**src/rtl/ccflag_pkg.sv**
```systemverilog
package ccflag_pkg;

  typedef enum logic [3:0] {
    OP_ADD   = 4'd0,
    OP_ADDC  = 4'd1,
    OP_TADD  = 4'd2,
    OP_TADDT = 4'd3,
    OP_SUB   = 4'd4,
    OP_SUBC  = 4'd5,
    OP_TSUB  = 4'd6,
    OP_TSUBT = 4'd7,
    OP_LOGIC = 4'd8,
    OP_DIV   = 4'd9
  } ccop_e;

  // Packed so that bit 3 is N, bit 2 is Z, bit 1 is V and bit 0 is C.
  typedef struct packed {
    logic n;
    logic z;
    logic v;
    logic c;
  } ccf_t;

endpackage

```
**src/rtl/ccflag_addsub.sv**
```systemverilog
// Adder/subtractor split into a narrow and an upper segment, so that the
// carry out of the narrow segment is available without a second adder.
module ccflag_addsub #(
  parameter int W    = 64,
  parameter int LO_W = 32
) (
  input  logic [W-1:0] a_i,
  input  logic [W-1:0] b_i,
  input  logic         sub_i,
  input  logic         cin_i,
  output logic [W-1:0] sum_o,
  output logic         c_lo_o,
  output logic         c_hi_o,
  output logic         v_lo_o,
  output logic         v_hi_o
);
  localparam int HI_W = W - LO_W;

  logic [W-1:0]    bx;
  logic            cin_eff;
  logic [LO_W:0]   seg_lo;
  logic [HI_W:0]   seg_hi;

  // a - b - cin is computed as a + ~b + (1 - cin).
  assign bx      = sub_i ? ~b_i : b_i;
  assign cin_eff = sub_i ? ~cin_i : cin_i;

  assign seg_lo = {1'b0, a_i[LO_W-1:0]} + {1'b0, bx[LO_W-1:0]}
                + {{LO_W{1'b0}}, cin_eff};
  assign seg_hi = {1'b0, a_i[W-1:LO_W]} + {1'b0, bx[W-1:LO_W]}
                + {{HI_W{1'b0}}, seg_lo[LO_W]};

  assign sum_o = {seg_hi[HI_W-1:0], seg_lo[LO_W-1:0]};

  // For a subtraction, the borrow is the inverse of the raw carry out.
  assign c_lo_o = seg_lo[LO_W] ^ sub_i;
  assign c_hi_o = seg_hi[HI_W] ^ sub_i;

  // Signed overflow: the two addends have the same sign and the sum does not.
  assign v_lo_o = (a_i[LO_W-1] ~^ bx[LO_W-1]) & (a_i[LO_W-1] ^ sum_o[LO_W-1]);
  assign v_hi_o = (a_i[W-1] ~^ bx[W-1]) & (a_i[W-1] ^ sum_o[W-1]);

  always_comb begin
    if (!sub_i && !cin_i) begin
      assert_add_carry_R4 : assert ((sum_o[LO_W-1:0] < a_i[LO_W-1:0]) == c_lo_o);
    end
    if (sub_i && !cin_i) begin
      assert_sub_borrow_R5 : assert ((a_i < b_i) == c_hi_o);
    end
  end

endmodule

```
**src/rtl/ccflag_nzgen.sv**
```systemverilog
// Produces N and Z for the narrow lane (index 0) and the wide lane (index 1).
module ccflag_nzgen #(
  parameter int W    = 64,
  parameter int LO_W = 32
) (
  input  logic [W-1:0] res_i,
  output logic [1:0]   n_o,
  output logic [1:0]   z_o
);
  for (genvar gi = 0; gi < 2; gi++) begin : g_lane
    localparam int TOP = (gi == 0) ? LO_W - 1 : W - 1;
    assign n_o[gi] = res_i[TOP];
    assign z_o[gi] = ~|res_i[TOP:0];
  end
endmodule

```
**src/rtl/ccflag_tagchk.sv**
```systemverilog
// Reports whether either operand carries a nonzero tag field.
module ccflag_tagchk #(
  parameter int TAG_W = 2
) (
  input  logic [TAG_W-1:0] a_tag_i,
  input  logic [TAG_W-1:0] b_tag_i,
  output logic             tag_nz_o
);
  assign tag_nz_o = |(a_tag_i | b_tag_i);
endmodule

```
**src/rtl/ccflag_unit.sv**
```systemverilog
module ccflag_unit
  import ccflag_pkg::*;
#(
  parameter int DATA_W = 64,
  parameter int LO_W   = 32,
  parameter int TAG_W  = 2
) (
  input  logic              clk,
  input  logic              rst_n,
  input  logic              op_valid,
  input  logic [3:0]        op_sel,
  input  logic [DATA_W-1:0] opnd_a,
  input  logic [DATA_W-1:0] opnd_b,
  input  logic              div_ovf,
  output logic [DATA_W-1:0] result,
  output logic [3:0]        flags_lo,
  output logic [3:0]        flags_hi,
  output logic              tag_trap
);

  // ---------------------------------------------------------------------
  // Registered state
  // ---------------------------------------------------------------------
  logic [DATA_W-1:0] res_q;
  ccf_t              lo_q, hi_q;
  logic              trap_q;

  // ---------------------------------------------------------------------
  // Decode
  // ---------------------------------------------------------------------
  logic is_sub, uses_cin, pass_a, cin;

  assign is_sub   = op_sel inside {OP_SUB, OP_SUBC, OP_TSUB, OP_TSUBT};
  assign uses_cin = (op_sel == OP_ADDC) || (op_sel == OP_SUBC);
  assign pass_a   = (op_sel == OP_LOGIC) || (op_sel == OP_DIV);
  assign cin      = uses_cin & lo_q.c;

  // ---------------------------------------------------------------------
  // Datapath sub-blocks
  // ---------------------------------------------------------------------
  logic [DATA_W-1:0] sum;
  logic              c_lo, c_hi, v_lo, v_hi;
  logic              tag_nz;
  logic [DATA_W-1:0] nxt_res;
  logic [1:0]        n_vec, z_vec;

  ccflag_addsub #(.W(DATA_W), .LO_W(LO_W)) u_addsub (
    .a_i    (opnd_a),
    .b_i    (opnd_b),
    .sub_i  (is_sub),
    .cin_i  (cin),
    .sum_o  (sum),
    .c_lo_o (c_lo),
    .c_hi_o (c_hi),
    .v_lo_o (v_lo),
    .v_hi_o (v_hi)
  );

  ccflag_tagchk #(.TAG_W(TAG_W)) u_tagchk (
    .a_tag_i  (opnd_a[TAG_W-1:0]),
    .b_tag_i  (opnd_b[TAG_W-1:0]),
    .tag_nz_o (tag_nz)
  );

  assign nxt_res = pass_a ? opnd_a : sum;

  ccflag_nzgen #(.W(DATA_W), .LO_W(LO_W)) u_nzgen (
    .res_i (nxt_res),
    .n_o   (n_vec),
    .z_o   (z_vec)
  );

  // ---------------------------------------------------------------------
  // Next-state logic: every flag is rebuilt from scratch on each write
  // ---------------------------------------------------------------------
  ccf_t nxt_lo, nxt_hi;
  logic legal, trap_cond, wr_en, trap_req;

  always_comb begin
    nxt_lo    = '{n: n_vec[0], z: z_vec[0], v: v_lo, c: c_lo};
    nxt_hi    = '{n: n_vec[1], z: z_vec[1], v: v_hi, c: c_hi};
    legal     = 1'b1;
    trap_cond = 1'b0;
    case (op_sel)
      OP_ADD, OP_ADDC, OP_SUB, OP_SUBC: begin
      end
      OP_TADD, OP_TSUB: begin
        nxt_lo.v = v_lo | tag_nz;
      end
      OP_TADDT, OP_TSUBT: begin
        trap_cond = tag_nz | v_lo;
        nxt_lo.v  = 1'b0;
        nxt_hi.v  = 1'b0;
      end
      OP_LOGIC: begin
        nxt_lo.v = 1'b0;
        nxt_lo.c = 1'b0;
        nxt_hi.v = 1'b0;
        nxt_hi.c = 1'b0;
      end
      OP_DIV: begin
        nxt_lo.v = div_ovf;
        nxt_lo.c = 1'b0;
        nxt_hi.v = 1'b0;
        nxt_hi.c = 1'b0;
      end
      default: begin
        legal = 1'b0;
      end
    endcase
  end

  assign trap_req = op_valid & legal & trap_cond;
  assign wr_en    = op_valid & legal & ~trap_cond;

  // ---------------------------------------------------------------------
  // Registers
  // ---------------------------------------------------------------------
  always_ff @(posedge clk or negedge rst_n) begin
    if (!rst_n) begin
      res_q  <= '0;
      lo_q   <= '0;
      hi_q   <= '0;
      trap_q <= 1'b0;
    end else begin
      if (wr_en) begin
        res_q <= nxt_res;
        lo_q  <= nxt_lo;
        hi_q  <= nxt_hi;
      end
      trap_q <= trap_req;
    end
  end

  assign result   = res_q;
  assign flags_lo = lo_q;
  assign flags_hi = hi_q;
  assign tag_trap = trap_q;

  // ---------------------------------------------------------------------
  // Assertions
  // ---------------------------------------------------------------------
  assert_trap_nowrite_R9 : assert property (@(posedge clk) disable iff (!rst_n)
    tag_trap |-> ($stable(result) && $stable(flags_lo) && $stable(flags_hi)));

  assert_trap_cause_R9 : assert property (@(posedge clk) disable iff (!rst_n)
    tag_trap |-> $past(op_valid));

  assert_idle_hold_R2 : assert property (@(posedge clk) disable iff (!rst_n)
    !op_valid |=> ($stable(result) && $stable(flags_lo) && $stable(flags_hi)));

  assert_logic_vc_R10 : assert property (@(posedge clk) disable iff (!rst_n)
    (op_valid && op_sel == OP_LOGIC) |=> (flags_lo[1:0] == 2'b00 && flags_hi[1:0] == 2'b00));

  assert_trapvar_vclr_R8 : assert property (@(posedge clk) disable iff (!rst_n)
    (op_valid && (op_sel inside {OP_TADDT, OP_TSUBT}))
      |=> (tag_trap || (!flags_lo[1] && !flags_hi[1])));

  assert_zero_nest_R3 : assert property (@(posedge clk) disable iff (!rst_n)
    flags_hi[2] |-> flags_lo[2]);

endmodule

```
**config.mk**
```make
export PLATFORM = sky130hd
export DESIGN_NAME = ccflag_unit
export DESIGN_NICKNAME = d
export VERILOG_FILES = /design/src/rtl/ccflag_pkg.sv /design/src/rtl/ccflag_addsub.sv /design/src/rtl/ccflag_nzgen.sv /design/src/rtl/ccflag_tagchk.sv /design/src/rtl/ccflag_unit.sv
export SDC_FILE = /design/constraint.sdc
export NUM_CORES = 1
export LEC_CHECK = 0
export BUFFER_PORTS_ARGS = -buffer_cell sky130_fd_sc_hd__clkbuf_2
export CAP_MARGIN = 20
export CORE_AREA = 2 2 105 158
export CTS_BUF_LIST = sky130_fd_sc_hd__clkbuf_16
export CTS_CLUSTER_DIAMETER = 80
export CTS_CLUSTER_SIZE = 24
export DETAILED_ROUTE_END_ITERATION = 12
export DIE_AREA = 0 0 107 160
export PLACE_DENSITY = 0.82
export SYNTH_ARGS = -nofsm -noshare
export SYNTH_HDL_FRONTEND = slang
export SYNTH_SLANG_ARGS = --single-unit
```
**constraint.sdc**
```tcl
create_clock -name clk -period 7 [get_ports clk]
set_input_delay 1.4 -clock clk [delete_from_list [all_inputs] [get_ports clk]]
set_output_delay 1.4 -clock clk [all_outputs]
set_load 0.02 [all_outputs]
```
# Word level (Yosys, flattened, before mapping)
# Cells that the tools add are included.
# totals
latch_bits	0
romBits	0
wordCells	64
register_bits	73
in_bits	136
mem_bits_rw	0
memories	0
out_inout_bits	73
# op_classes
reduce_logical	15
shift	0
eq_ne	9
magnitude_cmp	0
add_sub_neg	4
bitwise_logic	17
n_div	0
muxes	9
mul	0
# op_table
op	count
$mux 64	2
$add 32x32->33	2
$add 33x1->33	2
$not 64->64	1
$reduce_or 64->1	1
$reduce_or 32->1	1
$eq 4x3->1 const B	4
$reduce_or 10->1	1
$eq 4x2->1 const B	2
$eq 4x4->1 const B	2
$reduce_or 2->1	4
$and 1x1->1	6
$mux 1	6
$eq 4x1->1 const B	1
$logic_not 4->1	1
$reduce_bool 4->1	1
$reduce_or 4->1	1
$xor 1x1->1	4
$pmux 1 s3	1
$reduce_or 3->1	1
$logic_not 1->1	2
$logic_or 1x1->1	2
$not 1->1	2
$or 2x2->2	1
2 further kinds	3

# Logic depth before layout (Yosys ltp)
# Gate-level depths: netlist of run 1.
# logic_depth
word_depth	12
depth_mapped	29

# Hierarchy
# From an unflattened synthesis of run 1, not the netlist that was laid out.
# hier_totals
cells_unflattened	787
area_unflattened_um2	7767.4
# modules_own_cells
module	seq_area_each_um2	area_per_inst_um2	cells_per_inst	instances
ccflag_unit	1826.8	3848.7	246	1
ccflag_addsub	0.0	3748.6	516	1
ccflag_nzgen	0.0	162.7	24	1
ccflag_tagchk	0.0	7.5	1	1

# Worst setup path before layout of run 1
# Ideal clock, no wire load.
# synth_timing
path_type	input to register
start	input port op_sel[3]
end	register hi_q (netlist bit flags_hi[2])
setup_time_ns	0.092
stages	29
n_path_buf	2
slack_ns	-0.905
arrival_time_ns	7.814
cell_sequence	nand2b_1 clkbuf_1 clkbuf_1 xnor2_1 fa_1 inv_1 fa_1 nand2b_1 a21oi_1 or4b_1 a21oi_1 nor2_1 a211oi_1 nor3_1 a21o_1 a21o_1 fa_1 fa_1 a211oi_1 o211ai_1 a31oi_2 o21ai_0 xnor2_1 a211oi_1 o211ai_1 nor4_1 nand4b_1 or4_1 o31ai_2
# synth_via
elab_chain_len	12
# synth_rtl
item	line	text
start: declaration	ccflag_unit.sv:11	input logic [3:0] op_sel,
parallel branches: the longest is 12 deep, another holds $add 32x32->33	--	
end signal: assignment	ccflag_unit.sv:129	hi_q <= nxt_hi;
end: declaration	ccflag_unit.sv:25	ccf_t lo_q, hi_q;
# Several ways; the timed one is not identified.
# A chain may end at the register's enable or synchronous reset.

# Worst setup path after layout of run 1
# layout_timing
start	input port op_sel[1]
end	register hi_q (netlist bit flags_hi[2])
# Same word-level chain as after synthesis.

==> run metrics, run 1 <==
CP delay by family, top=simple AND/OR/NAND/NOR gates; ys async rst share=1.000; GR Overflow Total=0; Post-Syn Area per Cell=7.863 um^2; Post-CTS Hold Buffers=0; TritonCTS buffer count=9; Worst Hold End=result[22]$_DFFE_PN0P_; kind of critical path=input pin to flip-flop; share of layout cells above drive strength 1=0.3088; reg2reg setup slack=approximately 0.51 ns; # port buffers=208; synthesized netlist cell count=991; number of fillers in the final layout=1414; CORE AREA=15900 um^2; synth unique cells=between 70 and 80; placed cell areas=9831 um^2; root buffer cell=clkbuf_16; CTS tree=built; Critical Path End Type=flip-flop; Hold Path Cell Cnt=2; Synth top area share=0.2280; H-tree Lvls=3; period utilization=1.039; initial drt markers=~440; slowest stage delay, CP=0.56 ns; Vias/cell=5.930; Post-synth top cells=nand2_1, xnor2_1, a21oi_1; Post-Place Cells=1469; cell mode on critical path=fa_2; first-pass GRT wire length=44750 um; total clock sinks=71; Slew @ Worst Pin=1.009 ns; reg-to-reg endpoint=flags_hi[2]$_DFFE_PN0P_; Buf/Inv on CP=4; crit-path max FO=5; PD cells=about 240 nW/um^2; FP Rows=57; post-synth top area cell=dfrtp_1; register area share after synthesis=0.2280; worst reg-to-reg path cell count=30; Die H=160 um; DR WL/cell=about 19 um; Total GRT Usage=0.3321; status=finished with violations; post-route ant nets=0; # IOs=about 210; EDFF count, synth=0; Worst Setup Start Kind=input pin; Area Overhead vs Synth=32.55%; Die W=107 um; hold_sp=result[22]$_DFFE_PN0P_; Synth Register Bits=71; Initial Utilization=0.4900; RSZ-0062 raised after global routing=true; final RePlAce weighted congestion=0.9944; die area=17120 um^2; pin count of the biggest net entering global routing=81; post-route setup slack=-0.2752 ns; total of max-cap violations=0; Clock Latency Late Sink=0.34 ns; final instance count without filler cells=1498; required time of the critical path=7.25 ns; Final #Nets=roughly 1500; Design Area, Final=10330 um^2; Routed WL=~28000 um; Vias=approximately 8900; initial antenna violation count=0; worst-case clock buffer depth=2; Reg clk slew, reported paths=about 0.060 ns; clock skew=approximately 0.0044 ns; vias in the first global route=9101; Critical-path top delay cell=or4b_4; Slew headroom=0.3271; Final Util=0.6494; post-detail-place hpwl=22450 um; # diodes=0; final hold vios=0; Pleak=4.888 nW; final setup violation count=2; Mapped Area=7792 um^2; Syn Nets=1193; Max IR drop VDD=0.1413 mV; Tmin final=7.275 ns; ys flop type=dfrtp_1; max-slew violations=0; failing checks=setup timing; Total Power=~2.5 mW; Yosys Warn Count=0; fmax=0.1375 GHz; Crit path arrival time=7.53 ns; Post-route DRC=0; start of the worst register-to-register path=flags_lo[0]$_DFFE_PN0P_; count leader, synth=nand2_1; Pre-antenna DRT Iters=5; synth top area cells=dfrtp_1, xnor2_1, ha_1; Worst Hold Class=flip-flop to flip-flop
[power by group]
part | leakage [nW] | switching, mW | internal [mW] | total (mW)
registers | 0.855 | 0.0723 | 0.527 | 0.600
clock network | 0.138 | 0.203 | 0.274 | 0.477
logic | 3.89 | 0.827 | 0.598 | 1.43
[cells by family after synthesis]
group                      after synthesis  share of synthesized area
xor gates and xnor gates               117                     0.1315
buffers and inverters                   66                    0.03886
AOI/OAI and AO/OA                      317                     0.2624
muxes                                   24                    0.03179
DFF                                     71                     0.2280
adders and majority gates               66                     0.1098
and+or+nand+nor                        330                     0.1977
[per-stage QoR]
step	hold WS, ns	TNS (ns)	setup WS, ns
6_report	0.4792	-0.3950	-0.2752
5_1_grt	0.5040	-1.298	-0.5676
4_1_cts	0.4817	-0.1618	-0.1618
3_5_place_dp	0.4609	-1.972	-0.8090
3_3_place_gp	0.4576	-1.467	-0.6309
2_1_floorplan	0.5827	-0.4702	-0.2484
[worst max path at each step]
stage	slack (ns)	endpoint	cells past startpoint	start
after floorplan	-0.25	flags_hi[2]$_DFFE_PN0P_	29	op_sel[3]
after global placement	-0.63	flags_hi[2]$_DFFE_PN0P_	30	op_sel[1]
after detailed placement	-0.81	flags_hi[2]$_DFFE_PN0P_	30	op_sel[1]
after CTS	-0.16	flags_hi[2]$_DFFE_PN0P_	31	op_sel[1]
after global routing	-0.57	flags_hi[2]$_DFFE_PN0P_	31	op_sel[1]
final	-0.28	flags_hi[2]$_DFFE_PN0P_	31	op_sel[1]
[state kept, by name (all words and copies together) (netlist names)]
register and flops:
result 64, flags_hi 3, flags_lo 3, tag_trap 1
[cells in the final DEF (no fill, tap or decap), types with 10 or more instances in the layout]
| cell | n |
|---|---|
| a21o_1 | 19 |
| a21oi_1 | 78 |
| a31oi_1 | 20 |
| buf_4 | 125 |
| clkbuf_2 | 206 |
| dfrtp_1 | 71 |
| ha_1 | 62 |
| inv_1 | 14 |
| mux2i_1 | 18 |
| nand2_1 | 154 |
| nand3_1 | 10 |
| nand4_1 | 16 |
| nor2_1 | 63 |
| nor3_1 | 10 |
| o211ai_1 | 18 |
| o21a_1 | 14 |
| o21ai_0 | 76 |
| or3_1 | 10 |
| xnor2_1 | 94 |
| xor2_1 | 20 |
[routing by layer]
metal  track usage  part of all wire  up-vias
met5             0                 0        -
met4        0.2273             0.072        0
met3       0.04898             0.050      136
met2        0.6126              0.54      382
met1        0.3356              0.34     4161
li1              -                 -     4204
[area by class of cell]
class	instances	area (um^2)	share of cell area
multi-input combinational	854	5904	0.5717
timing repair buffer	336	2043	0.1978
sequential	71	1777	0.1720
tap	206	257.7	0.02495
clock buffer	9	225.2	0.02180
clock inverter	7	65.06	0.006299
inverter	15	56.30	0.005451
[repair_timing]
item	4_1_cts	5_1_grt
resized for setup	11	11
pin swaps	20	5
setup endpoints to repair	3	5
setup buffers	8	5
[worst min-delay path, cell delays in order (launching register included)]
cell and delay (ns):
dfrtp_1 0.35, nand2_1 0.05, nand2_1 0.05
Power figures use the tool's default switching activity.
==> run 2: changes to the inputs <==
==> constraint.sdc (replaced) <==
create_clock -name clk -period 7 [get_ports clk]
set_input_delay 0.35 -clock clk [delete_from_list [all_inputs] [get_ports clk]]
set_output_delay 0.35 -clock clk [all_outputs]
set_load 0.02 [all_outputs]
==> run metrics, run 2 (synthesized netlist as in run 1, its figures left out) <==
status=complete, no violations (was finished with violations); vias in the first global route=8362 (was 9101); pin count of the biggest net entering global routing=72 (was 81); initial drt markers=337 (was 443); # port buffers=208 (unchanged); Pleak=4.333 nW (was 4.888 nW); Critical Path End Type=flip-flop (unchanged); Post-CTS Hold Buffers=0 (unchanged); final hold vios=0 (unchanged); first-pass GRT wire length=41410 um (was 44750 um); setup TNS=0 ns (was -0.3950 ns); Worst Setup Start Kind=flip-flop (was input pin); period utilization=0.9532 (was 1.039); cell mode on critical path=fa_2 (unchanged); TritonCTS buffer count=9 (unchanged); most common cell after layout, fill and taps aside=clkbuf_2 (unchanged); CORE AREA=15900 um^2 (unchanged); total of max-cap violations=0 (unchanged); Reg clk slew, reported paths=0.07 ns (was 0.06 ns); worst-case clock buffer depth=2 (unchanged); Worst Hold Class=input pin to asynchronous set/reset pin (was flip-flop to flip-flop); Vias=8293 (was 8883); required time of the critical path=7.25 ns (about the same); placed cell areas=9025 um^2 (was 9831 um^2); FP Rows=57 (unchanged); Crit. Startpoint=flags_lo[0]$_DFFE_PN0P_ (was op_sel[1]); commonest non-fill, non-tap cells in the layout=clkbuf_2, nand2_1, xnor2_1 (was clkbuf_2, nand2_1, buf_4); final RePlAce weighted congestion=0.9816 (was 0.9944); GR Overflow Total=0 (unchanged); Initial Utilization=0.4900 (unchanged); slowest stage delay, CP=0.52 ns (was 0.56 ns); Die W=107 um (unchanged); DR WL/cell=18.93 um (was 19.01 um); root buffer cell=clkbuf_16 (unchanged); Final #Nets=1381 (was 1489); total clock sinks=71 (unchanged); die area=17120 um^2 (unchanged); Tmin final=6.672 ns (was 7.275 ns); Post-route DRC=0 (unchanged); Total Power=2.335 mW (was 2.502 mW); Crit path arrival time=6.92 ns (was 7.53 ns); H-tree Lvls=3 (unchanged); Total GRT Usage=0.3066 (was 0.3321); final setup violation count=0 (was 2); # diodes=0 (unchanged); PD cells=248.6 nW/um^2 (was 242.2 nW/um^2); Critical-path top delay cell=or4b_4 (unchanged); Pre-antenna DRT Iters=5 (unchanged); crit-path max FO=5 (unchanged); clock skew=0.01021 ns (was 0.004438 ns); Slew @ Worst Pin=0.9738 ns (was 1.009 ns); CTS tree=built (unchanged); Final Util=0.5904 (was 0.6494); post-route ant nets=0 (unchanged); post-detail-place hpwl=20780 um (was 22450 um); Max IR drop VDD=0.1284 mV (was 0.1413 mV); max-slew violations=0 (unchanged); Vias/cell=5.966 (was 5.930); # IOs=209 (unchanged); start of the worst register-to-register path=flags_lo[0]$_DFFE_PN0P_ (unchanged); final hold slack=0.1497 ns (was 0.4792 ns); share of layout cells above drive strength 1=0.2365 (was 0.3088); kind of critical path=flip-flop to flip-flop (was input pin to flip-flop); Routed WL=26310 um (was 28480 um); Area Overhead vs Synth=20.50% (was 32.55%); Design Area, Final=9390 um^2 (was 10330 um^2); Clock Latency Late Sink=0.34 ns (about the same); fmax=0.1499 GHz (was 0.1375 GHz); initial antenna violation count=0 (unchanged); Slew headroom=0.3508 (was 0.3271); Die H=160 um (unchanged); max reg flops=64 (unchanged)
-- run 2: changes by cell type in the layout (fill, tap and decap cells not counted), sizes merged --
cell,previous run,this run
clkinv,3,4
buf,130,21
clkinvlp,2,1
clkbuf,215,216
-- run 2: metal layers --
layer	up-vias	GRT usage	wire, um
li1	3969	-	-
met1	3932	0.3150	9201
met2	300	0.5773	14390
met3	92	0.03673	1123
met4	0	0.1865	1592
met5	-	0	0
-- run 2: stage by stage --
stage / std cells / setup WS [ns]
final: 1390 / 0.3276
after global routing: 1390 / -0.03424
after CTS: 1389 / 0.1117
after detailed placement: 1373 / 0.01274
after global placement: 1373 / 0.1550
after floorplan: 991 / 0.1446
-- run 2: final timing paths --
| path | cells past startpoint | to | slack [ns] |
|---|---|---|---|
| setup / recovery | 28 | flags_hi[2]$_DFFE_PN0P_ | 0.33 |
| hold / removal | 1 | result[53]$_DFFE_PN0P_ | 0.15 |
| setup reg to reg | 28 | flags_hi[2]$_DFFE_PN0P_ | 0.33 |
| hold reg to reg | 2 | result[7]$_DFFE_PN0P_ | 0.48 |
| max in group asynchronous | 1 | result[41]$_DFFE_PN0P_ | 6.21 |
| min in group clk | 3 | result[38]$_DFFE_PN0P_ | 0.27 |
-- run 2: where the power goes --
group / total [mW] / internal (mW) / switching, mW
clock network: 0.473 / 0.274 / 0.200
registers: 0.597 / 0.527 / 0.0693
logic: 1.26 / 0.484 / 0.780
-- run 2: timing repair --
action / in CTS / in global routing
gates resized for setup: 0 / 15
endpoints found under the setup margin: 0 / 1
setup buffers: 0 / 1
-- run 2: worst max-delay path: cells and delay by family (launching register included) --
family                   cells  cell delay [ns]
buffers and inverters        2             0.24
XOR/XNOR                     1             0.16
flip-flops                   1             0.40
AO/OA/AOI/OAI               11             2.38
AND/OR/NAND/NOR             10             2.06
adder cells (fa/ha/maj)      4             1.33
-- run 2: layout make-up --
cell class                      instances  area [um^2]
Timing Repair Buffer                  228         1206
Tap cell                              206        257.7
Fill cell                            1514         6514
Clock inverter                          7        62.56
Clock buffer                            9        225.2
Sequential cell                        71         1777
Multi-Input combinational cell        854         5806
Inverter                               15        56.30
